## config.mk

```make
export PLATFORM = sky130hd
export DESIGN_NAME = npc_unit
export DESIGN_NICKNAME = d
export VERILOG_FILES = /design/src/rtl/npc_pkg.sv /design/src/rtl/npc_cond.sv /design/src/rtl/npc_target.sv /design/src/rtl/npc_unit.sv
export SDC_FILE = /design/constraint.sdc
export NUM_CORES = 1
export LEC_CHECK = 0
export BUFFER_PORTS_ARGS = -buffer_cell sky130_fd_sc_hd__clkbuf_2
export CAP_MARGIN = 10
export CORE_ASPECT_RATIO = 1.75
export CORE_MARGIN = 1
export CORE_UTILIZATION = 40
export DETAILED_ROUTE_END_ITERATION = 10
export PLACE_DENSITY_LB_ADDON = 0.25
export SETUP_SLACK_MARGIN = 0.2
export SYNTH_ARGS = -nofsm -noshare
export SYNTH_HDL_FRONTEND = slang
export SYNTH_SLANG_ARGS = --single-unit
```

## constraint.sdc

```tcl
create_clock -name clk -period 4.4 [get_ports clk]
set_input_delay 1.32 -clock clk [delete_from_list [all_inputs] [get_ports clk]]
set_output_delay 1.32 -clock clk [all_outputs]
set_load 0.02 [all_outputs]
```

## src/rtl/npc_pkg.sv

```systemverilog
package npc_pkg;

    typedef enum logic [3:0] {
        OP_NONE    = 4'd0,
        OP_BR_EQ   = 4'd1,
        OP_BR_NE   = 4'd2,
        OP_BR_LEZ  = 4'd3,
        OP_BR_GTZ  = 4'd4,
        OP_BR_LTZ  = 4'd5,
        OP_BR_GEZ  = 4'd6,
        OP_BRL_LTZ = 4'd7,
        OP_BRL_GEZ = 4'd8,
        OP_JMP     = 4'd9,
        OP_JMP_LNK = 4'd10,
        OP_JMP_REG = 4'd11
    } ctl_op_e;

    typedef struct packed {
        logic [31:0] pc;
        logic        in_slot;
        logic        redirect;
        logic [31:0] tgt;
    } npc_state_t;

endpackage

```

## src/rtl/npc_cond.sv

```systemverilog
module npc_cond
    import npc_pkg::*;
#(
    parameter int DATA_W = 32
) (
    input  logic [3:0]        op_i,
    input  logic [DATA_W-1:0] a_i,
    input  logic [DATA_W-1:0] b_i,
    output logic              is_ctl_o,
    output logic              take_o,
    output logic              link_o
);
    logic a_neg;
    logic a_zero;

    always_comb begin
        a_neg    = a_i[DATA_W-1];
        a_zero   = (a_i == '0);
        is_ctl_o = 1'b1;
        take_o   = 1'b0;
        link_o   = 1'b0;
        case (op_i)
            OP_BR_EQ:   take_o = (a_i == b_i);
            OP_BR_NE:   take_o = (a_i != b_i);
            OP_BR_LEZ:  take_o = a_neg || a_zero;
            OP_BR_GTZ:  take_o = !a_neg && !a_zero;
            OP_BR_LTZ:  take_o = a_neg;
            OP_BR_GEZ:  take_o = !a_neg;
            OP_BRL_LTZ: begin take_o = a_neg;  link_o = 1'b1; end
            OP_BRL_GEZ: begin take_o = !a_neg; link_o = 1'b1; end
            OP_JMP:     take_o = 1'b1;
            OP_JMP_LNK: begin take_o = 1'b1; link_o = 1'b1; end
            OP_JMP_REG: take_o = 1'b1;
            default:    is_ctl_o = 1'b0;
        endcase
    end
endmodule

```

## src/rtl/npc_target.sv

```systemverilog
module npc_target
    import npc_pkg::*;
#(
    parameter int ADDR_W = 32,
    parameter int OFF_W  = 16,
    parameter int JIDX_W = 26
) (
    input  logic [3:0]        op_i,
    input  logic [ADDR_W-1:0] pc_i,
    input  logic [OFF_W-1:0]  imm_i,
    input  logic [JIDX_W-1:0] jidx_i,
    input  logic [ADDR_W-1:0] jr_i,
    output logic [ADDR_W-1:0] tgt_o
);
    localparam int EXT_W = ADDR_W - OFF_W - 2;
    localparam int HI_W  = ADDR_W - JIDX_W - 2;

    logic [ADDR_W-1:0] br_off;
    logic [ADDR_W-1:0] br_tgt;
    logic [ADDR_W-1:0] jmp_tgt;

    always_comb begin
        br_off  = {{EXT_W{imm_i[OFF_W-1]}}, imm_i, 2'b00};
        br_tgt  = pc_i + ADDR_W'(4) + br_off;
        jmp_tgt = {pc_i[ADDR_W-1 -: HI_W], jidx_i, 2'b00};
        case (op_i)
            OP_JMP, OP_JMP_LNK: tgt_o = jmp_tgt;
            OP_JMP_REG:         tgt_o = jr_i;
            default:            tgt_o = br_tgt;
        endcase
    end
endmodule

```

## src/rtl/npc_unit.sv

```systemverilog
module npc_unit
    import npc_pkg::*;
#(
    parameter logic [31:0] RESET_VEC = 32'hBFC0_0000
) (
    input  logic        clk,
    input  logic        rst_n,
    input  logic        valid_i,
    input  logic [3:0]  op_i,
    input  logic [31:0] cmp_a_i,
    input  logic [31:0] cmp_b_i,
    input  logic [15:0] imm_i,
    input  logic [25:0] jidx_i,
    input  logic [31:0] jr_src_i,
    output logic [31:0] fetch_pc_o,
    output logic [31:0] next_pc_o,
    output logic        taken_o,
    output logic        in_slot_o,
    output logic        link_we_o,
    output logic [31:0] link_addr_o
);
    npc_state_t st_q, st_d;
    logic        is_ctl, take, link;
    logic [31:0] tgt;

    npc_cond #(.DATA_W(32)) u_cond (
        .op_i(op_i), .a_i(cmp_a_i), .b_i(cmp_b_i),
        .is_ctl_o(is_ctl), .take_o(take), .link_o(link)
    );

    npc_target #(.ADDR_W(32), .OFF_W(16), .JIDX_W(26)) u_tgt (
        .op_i(op_i), .pc_i(st_q.pc), .imm_i(imm_i), .jidx_i(jidx_i),
        .jr_i(jr_src_i), .tgt_o(tgt)
    );

    always_comb begin
        st_d        = st_q;
        taken_o     = 1'b0;
        link_we_o   = 1'b0;
        link_addr_o = st_q.pc + 32'd8;
        if (valid_i) begin
            if (st_q.in_slot) begin
                st_d.pc       = st_q.redirect ? st_q.tgt : st_q.pc + 32'd4;
                st_d.in_slot  = 1'b0;
                st_d.redirect = 1'b0;
            end else begin
                st_d.pc = st_q.pc + 32'd4;
                if (is_ctl) begin
                    st_d.in_slot  = 1'b1;
                    st_d.redirect = take;
                    st_d.tgt      = tgt;
                    taken_o       = take;
                    link_we_o     = link;
                end
            end
        end
        next_pc_o = st_d.pc;
    end

    always_ff @(posedge clk) begin
        if (!rst_n) begin
            st_q <= '{pc: RESET_VEC, in_slot: 1'b0, redirect: 1'b0, tgt: '0};
        end else begin
            st_q <= st_d;
        end
    end

    assign fetch_pc_o = st_q.pc;
    assign in_slot_o  = st_q.in_slot;

    a_r2_hold: assert property (@(posedge clk) disable iff (!rst_n)
        !valid_i |=> $stable(fetch_pc_o) && $stable(in_slot_o));

    a_r3_seq_step: assert property (@(posedge clk) disable iff (!rst_n)
        valid_i && !in_slot_o && !taken_o |=> fetch_pc_o == $past(fetch_pc_o) + 32'd4);

    a_r6_enter_slot: assert property (@(posedge clk) disable iff (!rst_n)
        valid_i && !in_slot_o && taken_o |=> in_slot_o && fetch_pc_o == $past(fetch_pc_o) + 32'd4);

    a_r11_slot_inert: assert property (@(posedge clk) disable iff (!rst_n)
        valid_i && in_slot_o |-> !taken_o && !link_we_o);

endmodule

```

==> results of run 1 <==
critical path, delay by kind of cell:
family,cells,cell delay (ns)
AND/OR/NAND/NOR,4,0.72
AO/OA/AOI/OAI,3,0.46
buffers and inverters,2,0.28
cell families after synthesis:
kind of cell	synth area share
buffers and inverters	0.0904
AO/OA/AOI/OAI	0.262
XOR/XNOR	0.127
AND/OR/NAND/NOR	0.248
adder cells (fa/ha/maj)	0.0646
flip-flops	0.192
multiplexers	0.0165
per-layer routing:
layer  up-vias  routed length (µm)
met4         0                1140
li1       3780                   -
met3        54                1510
met1      3604                9670
met2       360               13000
met5         -                   0
registers in the layout (all words and copies together), names as in the netlist:
register and cells:
fetch_pc_o 32, in_slot_o 1, st_q 33
power groups by stage:
stage	logic [mW]	clock network, mW	registers [mW]
finish	0.468	0.676	0.666
global route	0.514	0.714	0.669
CTS	0.461	0.688	0.664
detailed placement	0.459	0	0.676
global placement	0.456	0	0.676
floorplan	0.286	0	0.665
layout make-up:
cell class,instances,area [µm²],share of cell area
antenna,1,2.50,0.000296
clock buffer,11,243,0.0288
clock inverter,5,30.0,0.00356
inverter,14,52.6,0.00622
multi-input combinational,759,5030,0.596
sequential,66,1320,0.157
tap,227,284,0.0336
timing repair buffer,278,1480,0.175
final timing paths:
path | start | to | slack [ns]
max | cmp_a_i[14] | taken_o | 0.29
min | st_q[1]$_SDFFE_PN0P_ | st_q[1]$_SDFFE_PN0P_ | 0.50
max reg2reg | fetch_pc_o[10]$_SDFF_PN0_ | st_q[31]$_SDFFE_PN0P_ | 0.40
min reg2reg | st_q[1]$_SDFFE_PN0P_ | st_q[1]$_SDFFE_PN0P_ | 0.50
through the flow:
step	setup WS [ns]	power (mW)	instances	hold WS (ns)	utilization
6_report	0.293	1.81	1361	0.499	0.500
5_1_grt	0.183	1.90	1360	0.512	0.500
2_1_floorplan	0.427	0.951	947	0.473	-
3_3_place_gp	0.281	1.13	1342	0.482	0.479
3_5_place_dp	0.276	1.14	1342	0.490	0.479
4_1_cts	0.243	1.81	1358	0.497	0.495
repair_timing:
item / CTS / global route
resized for setup: 2 / 12
pin swaps: 0 / 5
endpoints found under the setup margin: 4 / 10
endpoints found under the hold margin: 0 / 0
setup buffers: 0 / 2
cells in the final DEF (no fill, tap or decap), drive strengths merged, types with 4 or more instances in the layout:
cell | synthesis | final
mux2i | 8 | 8
nor3 | 25 | 25
inv | 14 | 14
nor4 | 21 | 21
nor2 | 88 | 88
a211oi | 12 | 12
xor2 | 38 | 38
o21bai | 4 | 4
dfxtp | 66 | 66
o22ai | 16 | 16
o21ai | 74 | 74
or2 | 6 | 6
nand4 | 28 | 28
a31oi | 7 | 7
nand2 | 76 | 76
or3 | 6 | 6
a21o | 15 | 15
a22oi | 6 | 6
a221oi | 21 | 21
nand3 | 36 | 36
a21oi | 66 | 66
nand2b | 12 | 12
ha | 34 | 34
xnor2 | 62 | 62
o211ai | 7 | 7
and2 | 26 | 26
a222oi | 10 | 10
clkbuf | 55 | 254
buf | 53 | 35
o21a | 8 | 8
==> impl_results.md, run 1 <==
* Die Width at 101 µm
* Synth Net Count at 1127
* Dpl hpwl at 20300 µm
* Max cap viols at 0
* LEAKAGE at 3.90 nW
* Die H at 176 µm
* Vias/cell at 5.73
* Cell area after placement at 0.00808 mm²
* H-tree levels at 3
* Yosys top cell area share at 0.192
* Arr. time, crit path at 2.79 ns
* Port Buffer Count at 243
* RSZ-0062 raised after global routing: yes
* Clock power frac at 0.374
* Residual DRC count at 0
* Skew-Pair Late Insertion Delay at 0.34 ns
* Seq/Total Area, Yosys at 0.192
* Largest area contributor in the netlist: dfxtp_1
* Sequential share of power at 0.368
* Finished Cell Area at 0.00844 mm²
* Number of synthesized flops with an enable pin at 0
* Busiest grt layer: met2
* Peak supply drop at 0.000137 V
* TritonCTS clock tree: yes
* Clock transition at path regs at 0.06 ns
* Proportion of layout cells with a drive suffix above 1 at 0.294
* Initial antenna violation count at 0
* Antenna-violating nets left at 0
* Die Area at 0.0178 mm²
* Routed vias at 7798
* Setup violators final at 0
* Critical path class: primary input to primary output
* Hold-fix buffers, CTS at 0
* Area contributors post-synth: dfxtp_1 19%, xnor2_1 7.9%, ha_1 6.2%
* Longest Clk Path Bufs at 2
* Final wirelength at 25400 µm
* 1st-iter DRT viols at 648
* Worst rel slew slack at 0.363
* Yosys cell types at 74
* Worst-path cell chain: clkbuf_2, nor4_2, nand4_1, nor3_1, nor2_1, o22ai_1, a21boi_0, o21a_1, clkbuf_2
* I/O Pins at 244
* Crit path capture type: primary output
* Area Growth Syn to Fin at 22.5%
* Crit path top cell by count: clkbuf_2
* Clock Sink Count at 66
* GRT Residual Overflow at 0
* RePlAce Congestion at 0.945
* Clock skew at 0.00735 ns
* Grt met3 use at 0.0394
* Startpoint types: primary input
* Initial Util at 0.408
* Gr usage total at 0.287
* Worst-margin pin slew at 0.952 ns
* CP max-delay cell: nor4_2
* Mapped cell area at 0.00689 mm²
* Final hold violation count at 0
* WL/cell at 18.6 µm
* Commonest cells post-synth: 88 x nor2_1, 76 x nand2_1, 73 x o21ai_0
* Achievable frequency at 0.244 GHz
* Post-Syn Instances at 947
* Synthesized flop and latch total at 66
* Max-slew violations at 0
* CTS Buf Count at 9
* Number of global-route vias before repair at 7355
* Sw Ratio at 0.323
* Syn. warnings at 0
* First-pass GRT wire length at 38900 µm
* Most common cell in the netlist: nor2_1
* Worst Path Max Fanout at 2
* Min cycle time layout at 4.11 ns
* Nets at 1308
* Met2 GRT Util at 0.503
* Sw Pwr at 584 µW
* Hold Path Depth at 2
* P per Cell Area at 214 mW/mm²
* Largest net degree at the start of global routing at 49
* Fill count at 1762
* Pre-antenna DRT Iters at 7
* Core area at 0.0169 mm²
* R2r worst-path depth at 12
* Pint at 1.23 mW
* Hold crit path type: register to register
* Critical path required time at 3.08 ns
* Syn Area/Cell at 7.28 µm²
* Met1 usage at 0.329
* Setup TNS at 0 ns
* Clock Tree Root: clkbuf_16
* FFs w/ async S/R, synth at 0
* Gate power share at 0.258
* Status: finished, final reports clean
* CP peak stage delay at 0.32 ns
* Final worst-path cycle share at 0.933
* # rows at 63
* Most common flop cell mapped by yosys: dfxtp_1
Power figures use the tool's default switching activity.
==> run 2: changes to the inputs <==
SYNTH_HIERARCHICAL = 1   (was unset)
==> run 2 against run 1 <==
Net effect: clock power grew 7.1%; worst setup slack got worse by 0.11 ns; die area grew 1.3%; sequential share of layout area shrank 0.48 points; total power is 6.2% higher; sequential power shrank 2%; sequential cell count is the same; maximum frequency decreased by 2.5%; synthesized area is 1.3% higher; combinational power rose by 17%; cell count hardly changed; critical path type unchanged; critical endpoint unchanged; largest cell class unchanged.
==> impl_results.md, run 2 <==
* I/O Pins at 244 (unchanged)
* WL/cell at 19.0 µm (was 18.6 µm)
* Clock Sink Count at 66 (unchanged)
* Setup TNS at 0 ns (unchanged)
* Fill count at 1753 (was 1762)
* Die Width at 102 µm (was 101 µm)
* Yosys cell types at 69 (was 74)
* Startpoint types: primary input (unchanged)
* CTS Buf Count at 9 (unchanged)
* H-tree levels at 3 (unchanged)
* 1st-iter DRT viols at 467 (was 648)
* Max cap viols at 0 (unchanged)
* Clock Tree Root: clkbuf_16 (unchanged)
* Largest register FFs at 33 (unchanged)
* Nets at 1337 (was 1308)
* Routed vias at 7900 (was 7798)
* Gr usage total at 0.284 (was 0.287)
* Biggest register: st_q (unchanged)
* Final wirelength at 25900 µm (was 25400 µm)
* Min cycle time layout at 4.21 ns (was 4.11 ns)
* Critical path class: primary input to primary output (unchanged)
* Residual DRC count at 0 (unchanged)
* GRT Residual Overflow at 0 (unchanged)
* Worst-margin pin slew at 0.899 ns (was 0.952 ns)
* Hold crit path type: register to register (unchanged)
* # rows at 63 (unchanged)
* Worst rel slew slack at 0.396 (was 0.363)
* RePlAce Congestion at 0.947 (was 0.945)
* Area contributors post-synth: dfxtp_1 19%, ha_1 11%, xnor2_1 8.0% (was dfxtp_1 19%, xnor2_1 7.9%, ha_1 6.2%)
* Crit path capture type: primary output (unchanged)
* Dpl hpwl at 20800 µm (was 20300 µm)
* Worst Path Max Fanout at 2 (unchanged)
* Post-Syn Instances at 938 (was 947)
* Most frequent cells in the layout: 241 x clkbuf_2, 112 x nand2_1, 81 x a21oi_1, 66 x dfxtp_1, 59 x ha_1 (was 243 x clkbuf_2, 84 x nor2_1, 76 x nand2_1, 73 x o21ai_0, 65 x a21oi_1)
* Initial antenna violation count at 0 (unchanged)
* Area of the multi-input gates at 0.00517 mm² (was 0.00503 mm²)
* Syn Area/Cell at 7.44 µm² (was 7.28 µm²)
* Mapped cell area at 0.00698 mm² (was 0.00689 mm²)
* Seq/Total Area, Yosys at 0.189 (was 0.192)
* Skew-Pair Late Insertion Delay at 0.34 ns (about the same)
* Vias/cell at 5.80 (was 5.73)
* Total power at 1.92 mW (was 1.81 mW)
* Finished Cell Area at 0.00869 mm² (was 0.00844 mm²)
* Sequential Area at 0.00132 mm² (about the same)
* Clock transition at path regs at 0.05 ns (was 0.06 ns)
* Most common flop cell mapped by yosys: dfxtp_1 (unchanged)
* Achievable frequency at 0.237 GHz (was 0.244 GHz)
* Cell area after placement at 0.00826 mm² (was 0.00808 mm²)
* Final worst-path cycle share at 0.957 (was 0.933)
* Proportion of layout cells with a drive suffix above 1 at 0.291 (was 0.294)
* TritonCTS clock tree: yes (unchanged)
* Clock skew at 0.00734 ns (was 0.00735 ns)
* Largest net degree at the start of global routing at 64 (was 49)
* Status: finished, final reports clean (unchanged)
* Most common cell in the netlist: nand2_1 (was nor2_1)
* Synth Net Count at 1143 (was 1127)
* Area Growth Syn to Fin at 24.5% (was 22.5%)
* Arr. time, crit path at 2.89 ns (was 2.79 ns)
* Port Buffer Count at 243 (unchanged)
* LEAKAGE at 4.07 nW (was 3.90 nW)
* Setup violators final at 0 (unchanged)
* Initial Util at 0.410 (was 0.408)
* Antenna-violating nets left at 0 (unchanged)
* Commonest cells post-synth: 112 x nand2_1, 81 x a21oi_1, 66 x dfxtp_1 (was 88 x nor2_1, 76 x nand2_1, 73 x o21ai_0)
* Pre-antenna DRT Iters at 6 (was 7)
* Number of global-route vias before repair at 7502 (was 7355)
* Peak supply drop at 0.000209 V (was 0.000137 V)
* Inserted Diodes at 0 (was 1)
* Syn. warnings at 6 (was 0)
* P per Cell Area at 221 mW/mm² (was 214 mW/mm²)
* RSZ-0062 raised after global routing: yes (unchanged)
* First-pass GRT wire length at 39100 µm (was 38900 µm)
* Max-slew violations at 0 (unchanged)
* Commonest non-fill, non-tap cell in the layout: clkbuf_2 (unchanged)
* Yosys top cell area share at 0.189 (was 0.192)
* Final hold violation count at 0 (unchanged)
* Die H at 177 µm (was 176 µm)
* Longest Clk Path Bufs at 2 (unchanged)
* Core area at 0.0170 mm² (was 0.0169 mm²)
* Die Area at 0.0180 mm² (was 0.0178 mm²)
* Synthesized flop and latch total at 66 (unchanged)
* Number of synthesized flops with an enable pin at 0 (unchanged)
* Largest area contributor in the netlist: dfxtp_1 (unchanged)
* FFs w/ async S/R, synth at 0 (unchanged)
* Critical path required time at 3.08 ns (about the same)
==> run 2: final cells by class <==
type                            instances  area share
Multi-Input combinational cell        751       0.594
Timing Repair Buffer                  285       0.179
Sequential cell                        66       0.152
Tap cell                              227      0.0327
Clock buffer                           11      0.0291
Inverter                               19     0.00821
Clock inverter                          3     0.00461
==> run 2: final timing paths <==
path	slack, ns	start	cells past startpoint	endpoint
hold / removal	0.45	st_q[18]$_SDFFE_PN0P_	2	st_q[18]$_SDFFE_PN0P_
setup reg to reg	1.04	fetch_pc_o[3]$_SDFF_PN0_	12	st_q[29]$_SDFFE_PN0P_
hold reg to reg	0.45	st_q[18]$_SDFFE_PN0P_	2	st_q[18]$_SDFFE_PN0P_
setup / recovery	0.19	cmp_a_i[24]	9	taken_o
==> run 2: per-stage QoR <==
stage | hold slack [ns] | worst slack (ns) | instances | utilization
after floorplan | 0.431 | 0.324 | 938 | -
after global placement | 0.442 | -0.0129 | 1346 | 0.485
after detailed placement | 0.446 | -0.00240 | 1346 | 0.485
after CTS | 0.453 | 0.207 | 1361 | 0.507
after global routing | 0.468 | 0.158 | 1362 | 0.510
final | 0.451 | 0.188 | 1362 | 0.510
==> run 2: power by group <==
| group | switching (mW) | internal [mW] |
|---|---|---|
| sequential | 0.0233 | 0.627 |
| clock | 0.264 | 0.461 |
| combinational | 0.315 | 0.233 |
==> run 2: metal layers <==
metal | global-route usage | part of all wire | vias up | routed length [µm]
li1 | - | - | 3828 | -
met1 | 0.322 | 0.38 | 3640 | 9800
met2 | 0.514 | 0.52 | 373 | 13400
met3 | 0.0352 | 0.062 | 59 | 1590
met4 | 0.139 | 0.043 | 0 | 1120
met5 | 0 | 0 | - | 0
==> run 2: timing repair <==
| action | CTS | global route |
|---|---|---|
| resized for setup | 13 | 8 |
| hold buffers | 0 | 0 |
| pin swaps | 7 | 8 |
| setup endpoints to repair | 1 | 6 |
| buffers inserted | 1 | 1 |
==> run 2: cells by family after synthesis <==
family / after synthesis / synth area share
AO/OA/AOI/OAI: 282 / 0.267
AND/OR/NAND/NOR: 317 / 0.231
XOR/XNOR: 86 / 0.108
multiplexers: 6 / 0.00896
adder cells (fa/ha/maj): 60 / 0.109
buffers and inverters: 121 / 0.0869
flip-flops: 66 / 0.189
==> run 2: critical path, cell delays in order <==
cell and delay [ns]:
clkbuf_2 0.11, xnor2_1 0.21, nand4_1 0.14, nor4_2 0.37, a21oi_1 0.11, a32oi_1 0.20, o311ai_2 0.11, and2_1 0.17
buf_4 0.15
==> run 3: changes to the inputs <==
--- a/config.mk
+++ b/config.mk
@@ -14,2 +14,3 @@
 export PLACE_DENSITY_LB_ADDON = 0.25
+export RECOVER_POWER = 100
 export SETUP_SLACK_MARGIN = 0.2
==> constraint.sdc (replaced) <==
create_clock -name clk -period 4.4 [get_ports clk]
set_input_delay 0.66 -clock clk [delete_from_list [all_inputs] [get_ports clk]]
set_output_delay 0.66 -clock clk [all_outputs]
set_load 0.02 [all_outputs]
==> run 3 against run 2 <==
Net effect: sequential share of layout area increased by 0.84 points; cell count decreased by 1.6%; combinational power decreased by 7.5%; maximum frequency increased by 11%; routed wire length decreased by 1.9%; via count decreased by 1.7%; total power increased by 0.36%; critical endpoint is now st_q[31]$_SDFFE_PN0P_.
==> impl_results.md, run 3 (synthesis gave the netlist of run 2 again) <==
* Status: finished, final reports clean (unchanged)
* Dpl hpwl at 20500 µm (was 20800 µm)
* CTS Buf Count at 9 (unchanged)
* WL/cell at 18.9 µm (was 19.0 µm)
* Clock transition at path regs at 0.05 ns (about the same)
* Achievable frequency at 0.264 GHz (was 0.237 GHz)
* R2R Path End: st_q[31]$_SDFFE_PN0P_ (was st_q[29]$_SDFFE_PN0P_)
* Worst Path Max Fanout at 7 (was 2)
* Die Area at 0.0180 mm² (unchanged)
* RePlAce Congestion at 0.932 (was 0.947)
* Placed cells at 1326 (was 1346)
* Vias/cell at 5.79 (was 5.80)
* Setup violators final at 0 (unchanged)
* Peak supply drop at 0.000204 V (was 0.000209 V)
* Routed vias at 7762 (was 7900)
* Setup crit end: st_q[31]$_SDFFE_PN0P_ (was taken_o)
* Worst-margin pin slew at 1.16 ns (was 0.899 ns)
* Core area at 0.0170 mm² (unchanged)
* Die Width at 102 µm (unchanged)
* Hold-fix buffers, CTS at 0 (unchanged)
* Critical path required time at 4.66 ns (was 3.08 ns)
* Critical path class: register to register (was primary input to primary output)
* Worst setup startpoint: fetch_pc_o[3]$_SDFF_PN0_ (was cmp_a_i[24])
* Cts repair resizes at 0 (was 13)
* Residual DRC count at 0 (unchanged)
* R2r worst-path depth at 13 (was 12)
* 1st-iter DRT viols at 463 (was 467)
* Max-slew violations at 0 (unchanged)
* Final wirelength at 25400 µm (was 25900 µm)
* LEAKAGE at 3.56 nW (was 4.07 nW)
* Finished Cell Area at 0.00824 mm² (was 0.00869 mm²)
* Inserted Diodes at 0 (unchanged)
* Die H at 177 µm (unchanged)
* CP peak stage delay at 0.72 ns (was 0.37 ns)
* Cell area after placement at 0.00810 mm² (was 0.00826 mm²)
* Biggest register: st_q (unchanged)
* Proportion of layout cells with a drive suffix above 1 at 0.165 (was 0.291)
* Port Buffer Count at 243 (unchanged)
* First-pass GRT wire length at 38100 µm (was 39100 µm)
* Arr. time, crit path at 4.05 ns (was 2.89 ns)
* Final worst-path cycle share at 0.860 (was 0.957)
* TritonCTS clock tree: yes (unchanged)
* I/O Pins at 244 (unchanged)
* Nets at 1315 (was 1337)
* Number of global-route vias before repair at 7321 (was 7502)
* Max cap viols at 0 (unchanged)
* Initial Util at 0.410 (unchanged)
* Startpoint types: register (was primary input)
* Setup TNS at 0 ns (unchanged)
* Clock Sink Count at 66 (unchanged)
* Core Util, Final at 0.484 (was 0.510)
* H-tree levels at 3 (unchanged)
* Worst rel slew slack at 0.223 (was 0.396)
* Antenna-violating nets left at 0 (unchanged)
* Longest Clk Path Bufs at 2 (unchanged)
* P per Cell Area at 234 mW/mm² (was 221 mW/mm²)
* Clock Tree Root: clkbuf_16 (unchanged)
* Pre-antenna DRT Iters at 5 (was 6)
* R2R setup slack at 0.62 ns (was 1.04 ns)
* CP max-delay cell: a21boi_0 (was nor4_2)
* Final hold violation count at 0 (unchanged)
* Min cycle time layout at 3.78 ns (was 4.21 ns)
* # rows at 63 (unchanged)
* Most frequent cells in the layout: 148 x clkbuf_2, 112 x nand2_1, 102 x clkbuf_1, 81 x a21oi_1, 66 x dfxtp_1 (was 241 x clkbuf_2, 112 x nand2_1, 81 x a21oi_1, 66 x dfxtp_1, 59 x ha_1)
* Area Growth Syn to Fin at 18.0% (was 24.5%)
* GRT Residual Overflow at 0 (unchanged)
* Commonest non-fill, non-tap cell in the layout: clkbuf_2 (unchanged)
* Total setup buffers inserted after CTS at 0 (was 1)
* Initial antenna violation count at 0 (unchanged)
* Gr usage total at 0.277 (was 0.284)
* Largest register FFs at 33 (unchanged)
* Largest net degree at the start of global routing at 64 (unchanged)
* Worst r2r src: fetch_pc_o[3]$_SDFF_PN0_ (unchanged)
* RSZ-0062 raised after global routing: no (was yes)
* Skew-Pair Late Insertion Delay at 0.34 ns (about the same)
* Hold crit path type: register to register (unchanged)
* Worst-path cell chain: ha_1, ha_1, fa_1, a21o_1, a221o_1, a21o_1, a21boi_0, nor3_1, a21o_1, xnor2_1, o21ai_0, nand2_1, a21oi_1 (was clkbuf_2, xnor2_1, nand4_1, nor4_2, a21oi_1, a32oi_1, o311ai_2, and2_1, buf_4)
* Post-route insts no fill at 1340 (was 1362)
* Crit path capture type: register (was primary output)
* Clock skew at 0.00458 ns (was 0.00734 ns)
* Crit path top cell by count: a21o_1
==> run 3: cell type report <==
class,count,area [µm²]
Fill cell,1879,8790
Multi-Input combinational cell,751,5030
Sequential cell,66,1320
Timing Repair Buffer,263,1220
Tap cell,227,284
Clock buffer,11,243
Inverter,19,71.3
Clock inverter,3,65.1
==> run 3: power by group <==
group / leakage, nW / switching [mW] / internal, mW / total, mW
logic: 2.87 / 0.298 / 0.209 / 0.506
registers: 0.537 / 0.0296 / 0.627 / 0.657
clock network: 0.151 / 0.262 / 0.504 / 0.766
==> run 3: worst min-delay path by stage <==
stage / start / endpoint / slack [ns] / depth (start not counted)
finish: st_q[31]$_SDFFE_PN0P_ / st_q[31]$_SDFFE_PN0P_ / 0.45 / 2
floorplan: st_q[17]$_SDFFE_PN0P_ / st_q[17]$_SDFFE_PN0P_ / 0.43 / 2
CTS: st_q[31]$_SDFFE_PN0P_ / st_q[31]$_SDFFE_PN0P_ / 0.46 / 2
global route: st_q[31]$_SDFFE_PN0P_ / st_q[31]$_SDFFE_PN0P_ / 0.47 / 2
global placement: st_q[21]$_SDFFE_PN0P_ / st_q[21]$_SDFFE_PN0P_ / 0.44 / 2
detailed placement: st_q[31]$_SDFFE_PN0P_ / st_q[31]$_SDFFE_PN0P_ / 0.45 / 2
==> run 3: critical path, delay by kind of cell, from the launching register on <==
kind | cells | cell delay [ns]
xor gates and xnor gates | 1 | 0.11
adders and majority gates | 3 | 0.93
and+or+nand+nor | 2 | 0.22
AOI/OAI and AO/OA | 7 | 1.97
DFF | 1 | 0.47
==> run 3: stage by stage <==
stage	power (mW)	setup slack, ns	hold slack (ns)
4_1_cts	1.94	0.733	0.458
3_3_place_gp	1.18	0.737	0.440
2_1_floorplan	0.998	1.11	0.431
5_1_grt	2.01	0.442	0.468
6_report	1.93	0.617	0.453
3_5_place_dp	1.18	0.669	0.449
==> run 3: metal layers <==
metal / vias up / track usage / share of wire / wire length [µm]
met3: 63 / 0.0332 / 0.059 / 1500
met4: 0 / 0.166 / 0.051 / 1300
met5: - / 0 / 0 / 0
met1: 3557 / 0.321 / 0.39 / 9870
li1: 3785 / - / - / -
met2: 357 / 0.479 / 0.50 / 12700
